**config.mk**
```make
export PLATFORM = sky130hd
export DESIGN_NAME = range_maint_seq
export DESIGN_NICKNAME = d
export VERILOG_FILES = /design/src/rtl/rms_pkg.sv /design/src/rtl/rms_range.sv /design/src/rtl/rms_wb_cnt.sv /design/src/rtl/rms_ctrl.sv /design/src/rtl/range_maint_seq.sv
export SDC_FILE = /design/constraint.sdc
export NUM_CORES = 1
export LEC_CHECK = 0
export BUFFER_PORTS_ARGS = -buffer_cell sky130_fd_sc_hd__buf_2
export CAP_MARGIN = 0
export CORE_MARGIN = 4
export CORE_UTILIZATION = 48
export DETAILED_ROUTE_END_ITERATION = 8
export HOLD_SLACK_MARGIN = 0.1
export PLACE_DENSITY_LB_ADDON = 0.25
export SYNTH_ARGS = -nofsm -noshare
export SYNTH_HDL_FRONTEND = slang
export SYNTH_SLANG_ARGS = --single-unit
```
**constraint.sdc**
```tcl
create_clock -name clk_i -period 1.65 [get_ports clk_i]
set_input_delay 0.0825 -clock clk_i [delete_from_list [all_inputs] [get_ports clk_i]]
set_output_delay 0.0825 -clock clk_i [all_outputs]
set_load 0.005 [all_outputs]
```
**src/rtl/rms_pkg.sv**
```systemverilog
package rms_pkg;
  typedef enum logic [2:0] {
    ST_IDLE,
    ST_LOOK,
    ST_RESP,
    ST_UPD,
    ST_FWD
  } rms_state_e;
endpackage

```
**src/rtl/rms_range.sv**
```systemverilog
module rms_range #(
  parameter int ADDR_W     = 16,
  parameter int LEN_W      = 12,
  parameter int LINE_BYTES = 16
) (
  input  logic [ADDR_W-1:0] addr_i,
  input  logic [LEN_W-1:0]  len_i,
  output logic [ADDR_W:0]   first_o,
  output logic [ADDR_W:0]   bound_o
);
  localparam logic [ADDR_W:0] LINE_MASK = (ADDR_W+1)'(LINE_BYTES - 1);

  logic [ADDR_W:0] span_end;

  // one extra bit keeps the rounded-up bound from wrapping
  assign span_end = {1'b0, addr_i} + (ADDR_W+1)'(len_i) + LINE_MASK;
  assign first_o  = {1'b0, addr_i} & ~LINE_MASK;
  assign bound_o  = span_end & ~LINE_MASK;
endmodule

```
**src/rtl/rms_wb_cnt.sv**
```systemverilog
module rms_wb_cnt #(
  parameter int CNT_W = 8
) (
  input  logic             clk_i,
  input  logic             rst_ni,
  input  logic             inc_i,
  output logic [CNT_W-1:0] cnt_o
);
  always_ff @(posedge clk_i or negedge rst_ni) begin
    if (!rst_ni)    cnt_o <= '0;
    else if (inc_i) cnt_o <= cnt_o + 1'b1;
  end

  a_r5_cnt_hold: assert property (@(posedge clk_i) disable iff (!rst_ni)
    !inc_i |=> $stable(cnt_o));
  a_r5_cnt_step: assert property (@(posedge clk_i) disable iff (!rst_ni)
    inc_i |=> cnt_o == $past(cnt_o) + 1'b1);
endmodule

```
**src/rtl/rms_ctrl.sv**
```systemverilog
module rms_ctrl
  import rms_pkg::*;
#(
  parameter int ADDR_W     = 16,
  parameter int LEN_W      = 12,
  parameter int LINE_BYTES = 16,
  parameter int WAY_W      = 2
) (
  input  logic              clk_i,
  input  logic              rst_ni,
  input  logic              cmd_valid_i,
  input  logic [ADDR_W-1:0] cmd_addr_i,
  input  logic [LEN_W-1:0]  cmd_len_i,
  input  logic              cmd_clean_i,
  input  logic              cmd_inval_i,
  input  logic [ADDR_W:0]   first_i,
  input  logic [ADDR_W:0]   bound_i,
  output logic              cmd_ready_o,
  output logic              busy_o,
  output logic              lk_req_o,
  output logic [ADDR_W-1:0] lk_addr_o,
  input  logic              lk_hit_i,
  input  logic              lk_dirty_i,
  input  logic [WAY_W-1:0]  lk_way_i,
  output logic              upd_valid_o,
  output logic [ADDR_W-1:0] upd_addr_o,
  output logic [WAY_W-1:0]  upd_way_o,
  output logic              upd_clr_dirty_o,
  output logic              upd_clr_valid_o,
  output logic              fwd_valid_o,
  output logic [ADDR_W-1:0] fwd_addr_o,
  output logic [LEN_W-1:0]  fwd_len_o,
  output logic              fwd_clean_o,
  output logic              fwd_inval_o,
  input  logic              fwd_ready_i
);
  localparam logic [ADDR_W:0] LINE_STEP = (ADDR_W+1)'(LINE_BYTES);

  rms_state_e        state_q;
  logic [ADDR_W:0]   cur_q, bound_q;
  logic [ADDR_W-1:0] addr_q;
  logic [LEN_W-1:0]  len_q;
  logic              clean_q, inval_q;
  logic              hit_q, dirty_q;
  logic [WAY_W-1:0]  way_q;

  always_ff @(posedge clk_i or negedge rst_ni) begin
    if (!rst_ni) begin
      state_q <= ST_IDLE;
      cur_q   <= '0;
      bound_q <= '0;
      addr_q  <= '0;
      len_q   <= '0;
      clean_q <= 1'b0;
      inval_q <= 1'b0;
      hit_q   <= 1'b0;
      dirty_q <= 1'b0;
      way_q   <= '0;
    end else begin
      case (state_q)
        ST_IDLE: if (cmd_valid_i) begin
          addr_q  <= cmd_addr_i;
          len_q   <= cmd_len_i;
          clean_q <= cmd_clean_i;
          inval_q <= cmd_inval_i;
          cur_q   <= first_i;
          bound_q <= bound_i;
          state_q <= ST_LOOK;
        end
        ST_LOOK: state_q <= (cur_q < bound_q) ? ST_RESP : ST_FWD;
        ST_RESP: begin
          hit_q   <= lk_hit_i;
          dirty_q <= lk_dirty_i;
          way_q   <= lk_way_i;
          state_q <= ST_UPD;
        end
        ST_UPD: begin
          cur_q   <= cur_q + LINE_STEP;
          state_q <= ST_LOOK;
        end
        ST_FWD: if (fwd_ready_i) state_q <= ST_IDLE;
        default: state_q <= ST_IDLE;
      endcase
    end
  end

  logic in_upd;
  assign in_upd = (state_q == ST_UPD) && hit_q;

  assign cmd_ready_o     = (state_q == ST_IDLE);
  assign busy_o          = (state_q != ST_IDLE);
  assign lk_req_o        = (state_q == ST_LOOK) && (cur_q < bound_q);
  assign lk_addr_o       = cur_q[ADDR_W-1:0];
  assign upd_clr_dirty_o = in_upd && clean_q && dirty_q;
  assign upd_clr_valid_o = in_upd && inval_q;
  assign upd_valid_o     = upd_clr_dirty_o || upd_clr_valid_o;
  assign upd_addr_o      = cur_q[ADDR_W-1:0];
  assign upd_way_o       = way_q;
  assign fwd_valid_o     = (state_q == ST_FWD);
  assign fwd_addr_o      = addr_q;
  assign fwd_len_o       = len_q;
  assign fwd_clean_o     = clean_q;
  assign fwd_inval_o     = inval_q;

  // last lookup address of the running command, for the stride check
  logic [ADDR_W-1:0] prev_lk_q;
  logic              prev_vld_q;
  always_ff @(posedge clk_i or negedge rst_ni) begin
    if (!rst_ni) begin
      prev_lk_q  <= '0;
      prev_vld_q <= 1'b0;
    end else if (cmd_valid_i && cmd_ready_o) begin
      prev_vld_q <= 1'b0;
    end else if (lk_req_o) begin
      prev_lk_q  <= lk_addr_o;
      prev_vld_q <= 1'b1;
    end
  end

  a_r3_line_stride: assert property (@(posedge clk_i) disable iff (!rst_ni)
    lk_req_o && prev_vld_q |-> lk_addr_o == prev_lk_q + ADDR_W'(LINE_BYTES));
  a_r10_single_req: assert property (@(posedge clk_i) disable iff (!rst_ni)
    lk_req_o |=> !lk_req_o);
  a_r10_upd_timing: assert property (@(posedge clk_i) disable iff (!rst_ni)
    upd_valid_o |-> $past(lk_req_o, 2) && upd_addr_o == $past(lk_addr_o, 2));
  a_r4_upd_needs_hit: assert property (@(posedge clk_i) disable iff (!rst_ni)
    upd_valid_o |-> $past(lk_hit_i));
  a_r7_fwd_hold: assert property (@(posedge clk_i) disable iff (!rst_ni)
    fwd_valid_o && !fwd_ready_i |=> fwd_valid_o && $stable(fwd_addr_o)
      && $stable(fwd_len_o) && $stable(fwd_clean_o) && $stable(fwd_inval_o));
  a_r9_no_walk_idle: assert property (@(posedge clk_i) disable iff (!rst_ni)
    cmd_ready_o |-> !lk_req_o && !upd_valid_o && !fwd_valid_o);
endmodule

```
**src/rtl/range_maint_seq.sv**
```systemverilog
module range_maint_seq #(
  parameter int ADDR_W     = 16,
  parameter int LEN_W      = 12,
  parameter int LINE_BYTES = 16,
  parameter int WAY_W      = 2,
  parameter int CNT_W      = 8
) (
  input  logic              clk_i,
  input  logic              rst_ni,
  input  logic              cmd_valid_i,
  input  logic [ADDR_W-1:0] cmd_addr_i,
  input  logic [LEN_W-1:0]  cmd_len_i,
  input  logic              cmd_clean_i,
  input  logic              cmd_inval_i,
  output logic              cmd_ready_o,
  output logic              busy_o,
  output logic              lk_req_o,
  output logic [ADDR_W-1:0] lk_addr_o,
  input  logic              lk_hit_i,
  input  logic              lk_dirty_i,
  input  logic [WAY_W-1:0]  lk_way_i,
  output logic              upd_valid_o,
  output logic [ADDR_W-1:0] upd_addr_o,
  output logic [WAY_W-1:0]  upd_way_o,
  output logic              upd_clr_dirty_o,
  output logic              upd_clr_valid_o,
  output logic              fwd_valid_o,
  output logic [ADDR_W-1:0] fwd_addr_o,
  output logic [LEN_W-1:0]  fwd_len_o,
  output logic              fwd_clean_o,
  output logic              fwd_inval_o,
  input  logic              fwd_ready_i,
  output logic [CNT_W-1:0]  wb_count_o
);
  logic [ADDR_W:0] first_w, bound_w;

  rms_range #(.ADDR_W(ADDR_W), .LEN_W(LEN_W), .LINE_BYTES(LINE_BYTES)) u_range (
    .addr_i (cmd_addr_i),
    .len_i  (cmd_len_i),
    .first_o(first_w),
    .bound_o(bound_w)
  );

  rms_ctrl #(.ADDR_W(ADDR_W), .LEN_W(LEN_W), .LINE_BYTES(LINE_BYTES), .WAY_W(WAY_W)) u_ctrl (
    .clk_i          (clk_i),
    .rst_ni         (rst_ni),
    .cmd_valid_i    (cmd_valid_i),
    .cmd_addr_i     (cmd_addr_i),
    .cmd_len_i      (cmd_len_i),
    .cmd_clean_i    (cmd_clean_i),
    .cmd_inval_i    (cmd_inval_i),
    .first_i        (first_w),
    .bound_i        (bound_w),
    .cmd_ready_o    (cmd_ready_o),
    .busy_o         (busy_o),
    .lk_req_o       (lk_req_o),
    .lk_addr_o      (lk_addr_o),
    .lk_hit_i       (lk_hit_i),
    .lk_dirty_i     (lk_dirty_i),
    .lk_way_i       (lk_way_i),
    .upd_valid_o    (upd_valid_o),
    .upd_addr_o     (upd_addr_o),
    .upd_way_o      (upd_way_o),
    .upd_clr_dirty_o(upd_clr_dirty_o),
    .upd_clr_valid_o(upd_clr_valid_o),
    .fwd_valid_o    (fwd_valid_o),
    .fwd_addr_o     (fwd_addr_o),
    .fwd_len_o      (fwd_len_o),
    .fwd_clean_o    (fwd_clean_o),
    .fwd_inval_o    (fwd_inval_o),
    .fwd_ready_i    (fwd_ready_i)
  );

  rms_wb_cnt #(.CNT_W(CNT_W)) u_wb_cnt (
    .clk_i (clk_i),
    .rst_ni(rst_ni),
    .inc_i (upd_clr_dirty_o),
    .cnt_o (wb_count_o)
  );
endmodule

```
==> Flow_metrics.wiki, run 1 <==
{| class="wikitable"
! Metric !! Value
|-
| Antenna Violating Nets Remaining || 0
|-
| Root cell of the clock tree || sky130_fd_sc_hd__clkbuf_8
|-
| Worst-case setup margin in the final layout || -0.614 ns
|-
| Detailed route wirelength on metal3 || 631 microns
|-
| Post-route total power || 8990 uW
|-
| R2R cell count || 7
|-
| Warnings from Yosys || 0
|-
| GRT Residual Overflow || 0
|-
| TritonCTS Buffers || 9
|-
| Most used flip-flop cell after synthesis || sky130_fd_sc_hd__dfrtp_1
|-
| Final Max Slew Viols || 0
|-
| Hold Vio Cnt, Final || 0
|-
| Maximum number of pins on one net before global-route repair || 40
|-
| Largest incremental delay on the critical path || 0.39 ns
|-
| Ordered cell list for the critical path || ha_1, a21oi_2, o21ai_0, a221o_1, a31oi_2, nand3b_1, nor2_1, buf_2
|-
| Buffering stage count on the worst path with inverters included || 1
|-
| Leading cell types in the layout, fill and taps excluded || sky130_fd_sc_hd__buf_2, sky130_fd_sc_hd__nand2_1, sky130_fd_sc_hd__dfrtp_1
|-
| Number of antenna violations at the first check in global routing || 0
|-
| Post-synthesis instance total || between 400 and 500
|-
| Max Clock Freq || 442 MHz
|-
| Register area || 0.00178 sq mm
|-
| Worst Path Class, Setup || flop to output pin
|-
| Synthesis-to-finish area growth || 42.1%
|-
| HPWL after detailed placement || 7890 microns
|-
| RR Endpoint || u_ctrl.state_q[1]$_DFFE_PN0P_
|-
| Mean instance size in the synthesized netlist || a little over 9 sq um
|-
| Total power density per cell area || 1510 mW/mm^2
|-
| Cell types occupying the most area after synthesis || sky130_fd_sc_hd__dfrtp_1, sky130_fd_sc_hd__ha_1, sky130_fd_sc_hd__nand2_1
|-
| Largest delay share family, worst path || compound AO/OA/AOI/OAI gates
|-
| Status || finished with violations
|-
| Global-route wire length before repair || 18,300 microns
|-
| Met1 wire length || 4830 microns
|-
| Post-layout minimum cycle time || 2.26 ns
|-
| Number of violations of the max-capacitance limit || 0
|-
| Clk Latency, worst-skew pair || 0.36 ns
|-
| I/O pins || 117
|-
| Part of the cycle the worst path needs || 1.37
|-
| Worst setup slack before clock tree synthesis || -0.312 ns
|-
| Initial cell density of the core || 0.501
|-
| Cell taking the most area after synthesis || sky130_fd_sc_hd__dfrtp_1
|-
| Layout Cells excl Fill || 760
|-
| Number of library cell types mapped by synthesis || 47
|-
| Data required time at the worst endpoint || 1.57 ns
|-
| Top layer used by detailed routing || met4
|-
| Core region area || 0.00838 sq mm
|-
| Area of the multi-input gates || between 0.002 and 0.0025 sq mm
|-
| Internal reg-to-reg setup slack || -0.21 ns
|-
| Number of register bits inferred by synthesis || 71
|-
| Critical Path Start || u_ctrl.cur_q[12]$_DFFE_PN0P_
|-
| Critical R2R Launch || u_ctrl.cur_q[12]$_DFFE_PN0P_
|-
| Initial detailed-routing violation count || 115
|-
| Nets || ~720
|-
| Std cell rows || 33
|-
| Fraction of layout cells with a size suffix above 1 || 0.386
|-
| Clock slew seen by the registers of the worst setup and hold paths || 0.08 ns
|-
| # placed instances || 700
|-
| Number of global-route vias before repair || 3,957
|-
| Ys async rst share || 1.00
|-
| Bufs on Longest Clock Path || 2
|-
| WP data arrival || 2.18 ns
|-
| Number of clock sinks || 71
|-
| Share of the core filled with cells in the final layout || 0.712
|-
| Fraction of synthesized cell area taken by the top area cell type || 0.423
|-
| Met2 wirelength from detailed routing || 5730 microns
|-
| Detailed-route wire length || 11,400 microns
|-
| Total routing usage reported by global routing || 0.223
|-
| Capturing instance or port of the critical path || lk_req_o
|-
| Worst hold-check slack || 0.217 ns
|-
| Startpoint types || flop
|-
| Number of synthesized flops with an enable pin || 0
|-
| Maximum clock skew at final layout || 0.0122 ns
|-
| Routed wire length per instance || 15.0 microns
|-
| Detailed-route vias per instance || 5.14
|-
| Critical Path End Type || output pin
|-
| Post-synth design cell area || 0.00420 sq mm
|-
| Sequential element share of the synthesized area || 0.423
|-
| # diodes || 0
|-
| Number of iterations in the first detailed-routing pass || 4
|-
| P_leak || 0.00307 uW
|-
| Critical Path Fanout Max || 2
|-
| Weighted congestion reported at the end of routability-driven placement || 0.877
|-
| Die extent in y || 102 microns
|-
| Count of port buffers added during placement || 108
|-
| Total vias in the final route || between 3,000 and 4,000
|-
| Number of remaining DRC errors || 0
|-
| Crit. path cell count || 8
|-
| Most common cell after layout, fill and taps aside || sky130_fd_sc_hd__buf_2
|-
| CTS tree || yes
|-
| Area enclosed by the die boundary || 0.0103 sq mm
|-
| Worst min-delay path category || input pin to asynchronous set/reset pin
|-
| Fill cell count || 680
|-
| Width of the die || 102 microns
|-
| Number of failing setup endpoints in the final timing report || 3
|-
| Violations in the final reports || setup timing
|-
| Slowest cell on the critical path || sky130_fd_sc_hd__dfrtp_1
|-
| # H-tree levels || 3
|-
| Peak supply drop || 0.667 mV
|-
| Setup repair after global routing missed its margin || yes
|}
-- metal layers --
layer / up-vias / GRT usage
li1: 1905 / -
met1: 1875 / 0.275
met2: 111 / 0.390
met3: 17 / 0.0448
met4: 0 / 0.0736
met5: - / 0
-- cells in the mapped netlist (3+ instances only) --
master and n:
sky130_fd_sc_hd__dfrtp_1 71, sky130_fd_sc_hd__nor3_1 3, sky130_fd_sc_hd__xor2_1 3, sky130_fd_sc_hd__nor2_1 18, sky130_fd_sc_hd__nand3_1 13, sky130_fd_sc_hd__xnor2_1 15
sky130_fd_sc_hd__a31oi_1 4, sky130_fd_sc_hd__nand2_1 105, sky130_fd_sc_hd__a21oi_1 20, sky130_fd_sc_hd__clkbuf_1 10, sky130_fd_sc_hd__inv_1 32, sky130_fd_sc_hd__o21ai_0 24
sky130_fd_sc_hd__o21ai_1 6, sky130_fd_sc_hd__a21o_1 4, sky130_fd_sc_hd__mux2_2 6, sky130_fd_sc_hd__a311oi_1 5, sky130_fd_sc_hd__ha_1 36, sky130_fd_sc_hd__and3_1 5
sky130_fd_sc_hd__a211oi_1 9, sky130_fd_sc_hd__nand4_1 4, sky130_fd_sc_hd__buf_4 33, sky130_fd_sc_hd__o21bai_1 4
-- through the flow --
step	TNS (ns)	cell area [sq um]
6_report	-0.915	5970
3_5_place_dp	-3.30	5170
2_1_floorplan	-0.235	4280
3_3_place_gp	-2.57	5170
5_1_grt	-1.39	5970
4_1_cts	-0.900	5770
-- registers in the layout (all words and copies together) (netlist names), 2 cells and up --
register           cells
u_ctrl.cur_q          13
u_ctrl.state_q         3
u_ctrl.bound_q        13
u_ctrl.upd_way_o       2
u_ctrl.fwd_len_o      12
u_ctrl.fwd_addr_o     16
u_wb_cnt.cnt_o         8
-- cell families after synthesis --
logic type,Yosys count,synth area share
compound gates,89,0.136
xor+xnor,18,0.0375
fa+ha+maj,36,0.107
buf+inv,78,0.102
flops,71,0.423
mux,6,0.0161
other cells,1,0.000893
simple gates,164,0.177
-- cell type report --
type | count | area share
flip-flops and latches | 71 | 0.298
well taps | 105 | 0.0220
multi-input cells | 321 | 0.372
clock inverters | 6 | 0.00776
inverters | 32 | 0.0206
clock buffers | 10 | 0.0231
repair buffers | 215 | 0.257
-- worst min path at each step --
| stage | slack, ns | startpoint | depth (start not counted) | endpoint |
|---|---|---|---|---|
| global placement | 0.06 | rst_ni | 1 | u_ctrl.fwd_addr_o[10]$_DFFE_PN0P_ |
| floorplan | -0.21 | rst_ni | 0 | u_ctrl.bound_q[10]$_DFFE_PN0P_ |
| finish | 0.22 | rst_ni | 2 | u_ctrl.state_q[2]$_DFFE_PN0P_ |
| global route | 0.26 | rst_ni | 2 | u_ctrl.fwd_addr_o[5]$_DFFE_PN0P_ |
| detailed placement | 0.07 | rst_ni | 1 | u_ctrl.fwd_addr_o[10]$_DFFE_PN0P_ |
| CTS | 0.22 | rst_ni | 2 | u_wb_cnt.cnt_o[0]$_DFFE_PN0P_ |
-- worst reg2reg max path: stages, from the launching register on --
cell                       delay, ns
sky130_fd_sc_hd__dfrtp_1        0.39
sky130_fd_sc_hd__ha_1           0.34
sky130_fd_sc_hd__a21oi_2        0.16
sky130_fd_sc_hd__o21ai_0        0.09
sky130_fd_sc_hd__a221o_1        0.33
sky130_fd_sc_hd__a31oi_2        0.19
sky130_fd_sc_hd__nand3b_1       0.12
sky130_fd_sc_hd__o21bai_1       0.16
-- power breakdown --
group | internal (uW) | switching, uW | leakage (uW) | total, uW
sequential | 2470 | 447 | 0.000877 | 2920
combinational | 2340 | 2420 | 0.00211 | 4750
clock | 591 | 727 | 0.0000885 | 1320
-- repair_timing --
action / in CTS / in global routing
resized for setup: 5 / 35
buffers inserted: 3 / 4
hold buffers: 37 / 0
pin swaps: 6 / 18
endpoints found under the setup margin: 9 / 20
hold endpoints to repair: 110 / 0
cloned: 0 / 1
No activity file was read; power rests on OpenSTA's default activity.
==> inputs of run 2 (changes only) <==
Settings changed: TNS_END_PERCENT set to 10.
==> run 2 against run 1 <==
Effect of this change: the run still ends with setup timing left; total power decreased by 0.46%; utilization down 1.9 points; first-iteration DRC count up 9.6%; die area unchanged; register-to-register slack got worse by 0.18 ns; highest routed layer unchanged.
==> Flow_metrics.wiki, run 2 (synthesized netlist as in run 1, its figures left out) <==
{| class="wikitable"
! Metric !! Value
|-
| Area after DPL || approximately 0.0051 sq mm
|-
| Largest incremental delay on the critical path || 0.39 ns
|-
| # diodes || 0
|-
| Part of the cycle the worst path needs || 1.41
|-
| Max reg flops || 16
|-
| Maximum clock skew at final layout || between 0.01 and 0.015 ns
|-
| Width of the die || 102 microns
|-
| Area enclosed by the die boundary || 0.0103 sq mm
|-
| Detailed-route vias per instance || between 5 and 6
|-
| Number of failing setup endpoints in the final timing report || 5
|-
| Critical Path End Type || output pin
|-
| Total vias in the final route || 3,819
|-
| Peak supply drop || 0.708 mV
|-
| RR Endpoint || u_ctrl.state_q[1]$_DFFE_PN0P_
|-
| Initial cell density of the core || 0.501
|-
| Detailed-route wire length || 10,800 microns
|-
| Antenna Violating Nets Remaining || 0
|-
| Violations in the final reports || setup timing
|-
| Leading cell types in the layout, fill and taps excluded || sky130_fd_sc_hd__buf_2, sky130_fd_sc_hd__nand2_1, sky130_fd_sc_hd__dfrtp_1
|-
| Routed wire length per instance || ~14 microns
|-
| CTS tree || yes
|-
| Most common cell after layout, fill and taps aside || sky130_fd_sc_hd__buf_2
|-
| Final Max Slew Viols || 0
|-
| Data required time at the worst endpoint || roughly 1.6 ns
|-
| Hold Vio Cnt, Final || 0
|-
| Weighted congestion reported at the end of routability-driven placement || between 0.8 and 0.9
|-
| Final non-filler cell area || 0.00581 sq mm
|-
| Number of violations of the max-capacitance limit || 0
|-
| R2R cell count || 9
|-
| Post-layout minimum cycle time || 2.33 ns
|-
| I/O pins || 117
|-
| Maximum number of pins on one net before global-route repair || 39
|-
| Worst Path Class, Setup || flop to output pin
|-
| Synthesis-to-finish area growth || 38.3%
|-
| Std cell rows || 33
|-
| Number of clock sinks || 71
|-
| Global-route wire length before repair || 17,900 microns
|-
| Nets || 719
|-
| Critical Path Fanout Max || 2
|-
| Die extent in y || 102 microns
|-
| Fraction of layout cells with a size suffix above 1 || 0.348
|-
| # H-tree levels || 3
|-
| Setup repair after global routing missed its margin || yes
|-
| Total power density per cell area || ~1500 mW/mm^2
|-
| Clock slew seen by the registers of the worst setup and hold paths || 0.08 ns
|-
| Number of antenna violations at the first check in global routing || 0
|-
| Root cell of the clock tree || sky130_fd_sc_hd__clkbuf_8
|-
| Count of port buffers added during placement || 108
|-
| P_leak || 0.00305 uW
|-
| Total routing usage reported by global routing || 0.217
|-
| Number of global-route vias before repair || 3,884
|-
| HPWL after detailed placement || 7790 microns
|-
| WP data arrival || 2.25 ns
|-
| Fill cell count || around 670
|-
| Startpoint types || flop
|-
| Ordered cell list for the critical path || inv_2, ha_4, a21o_1, a21o_1, a221o_1, a31oi_2, nand3b_1, nor2_1, buf_2
|-
| Critical R2R Launch || u_ctrl.bound_q[14]$_DFFE_PN0P_
|-
| Largest delay share family, worst path || compound AO/OA/AOI/OAI gates
|-
| TritonCTS Buffers || 9
|-
| Initial detailed-routing violation count || 126
|-
| Worst setup slack before clock tree synthesis || -0.385 ns
|-
| Worst-case setup margin in the final layout || -0.679 ns
|-
| Max Clock Freq || 429 MHz
|-
| Worst min-delay path category || input pin to asynchronous set/reset pin
|-
| Number of remaining DRC errors || 0
|-
| Buffering stage count on the worst path with inverters included || 2
|-
| Status || finished with violations
|-
| GRT Residual Overflow || 0
|-
| Core region area || between 0.008 and 0.009 sq mm
|-
| Most numerous cell on the critical path || sky130_fd_sc_hd__a21o_1
|-
| Slowest cell on the critical path || sky130_fd_sc_hd__dfrtp_1
|-
| Internal reg-to-reg setup slack || -0.39 ns
|-
| Number of iterations in the first detailed-routing pass || 4
|-
| Clk Latency, worst-skew pair || 0.35 ns
|-
| Bufs on Longest Clock Path || 2
|}
==> run 2: changes by cell type in the layout (fill, tap and decap cells not counted), moves of 3 or more <==
cell | previous run | this run
sky130_fd_sc_hd__inv_1 | 24 | 31
sky130_fd_sc_hd__buf_6 | 5 | 2
sky130_fd_sc_hd__ha_4 | 7 | 2
sky130_fd_sc_hd__inv_2 | 7 | 1
sky130_fd_sc_hd__ha_1 | 27 | 34
sky130_fd_sc_hd__nand2_1 | 101 | 104
==> run 2: report_power, final <==
part           switching [uW]  internal (uW)  leakage, uW
Sequential                453           2470     0.000877
Clock                     705            748     0.000103
Combinational            2310           2260      0.00207
==> run 2: worst register-to-register path, stage by stage (launching register included) <==
cell	delay, ns
sky130_fd_sc_hd__dfrtp_1	0.39
sky130_fd_sc_hd__inv_2	0.07
sky130_fd_sc_hd__ha_4	0.20
sky130_fd_sc_hd__a21o_1	0.17
sky130_fd_sc_hd__a21o_1	0.15
sky130_fd_sc_hd__a221o_1	0.33
sky130_fd_sc_hd__a31oi_2	0.21
sky130_fd_sc_hd__nand3b_1	0.14
sky130_fd_sc_hd__buf_4	0.15
sky130_fd_sc_hd__o21bai_1	0.14
==> run 2: layer usage <==
layer / routed length (microns) / global-route usage / up-vias
li1: - / - / 1890
met1: 4670 / 0.280 / 1797
met2: 5350 / 0.371 / 118
met3: 671 / 0.0461 / 14
met4: 121 / 0.0573 / 0
met5: 0 / 0 / -
==> run 2: final cells by class <==
type                    count  area (sq um)  share of cell area
clock buffers              10           138              0.0237
clock inverters             6          68.8              0.0119
inverters                  32           120              0.0207
multi-input cells         321          2120               0.366
flip-flops and latches     71          1780               0.306
well taps                 105           131              0.0226
repair buffers            210          1450               0.249
==> run 2: how the worst max path moves through the flow <==
stage	startpoint	endpoint	slack (ns)	cells after the start
CTS	u_ctrl.bound_q[14]$_DFFE_PN0P_	lk_req_o	-0.66	9
detailed placement	u_ctrl.bound_q[14]$_DFFE_PN0P_	lk_req_o	-0.38	9
global route	u_ctrl.bound_q[14]$_DFFE_PN0P_	lk_req_o	-0.79	9
finish	u_ctrl.bound_q[14]$_DFFE_PN0P_	lk_req_o	-0.68	9
global placement	u_ctrl.cur_q[14]$_DFFE_PN0P_	lk_req_o	-0.30	8
floorplan	u_ctrl.cur_q[14]$_DFFE_PN0P_	lk_req_o	-0.12	7
==> run 2: per-stage QoR <==
stage	hold WS [ns]	cells	util	power, uW	TNS (ns)
finish	0.226	755	0.693	8950	-1.33
global route	0.265	755	0.693	9730	-2.20
CTS	0.235	755	0.685	8850	-1.45
detailed placement	0.0732	698	0.609	7140	-3.97
global placement	0.0622	698	0.609	6960	-3.36
floorplan	-0.213	470	-	5470	-0.795
==> run 2: timing repair <==
| action | CTS | global route |
|---|---|---|
| pin swaps | 2 | 5 |
| endpoints found under the hold margin | 109 | 0 |
| setup endpoints to repair | 9 | 28 |
| setup buffers | 4 | 3 |
| gates resized for setup | 6 | 16 |
| hold buffers | 37 | 0 |
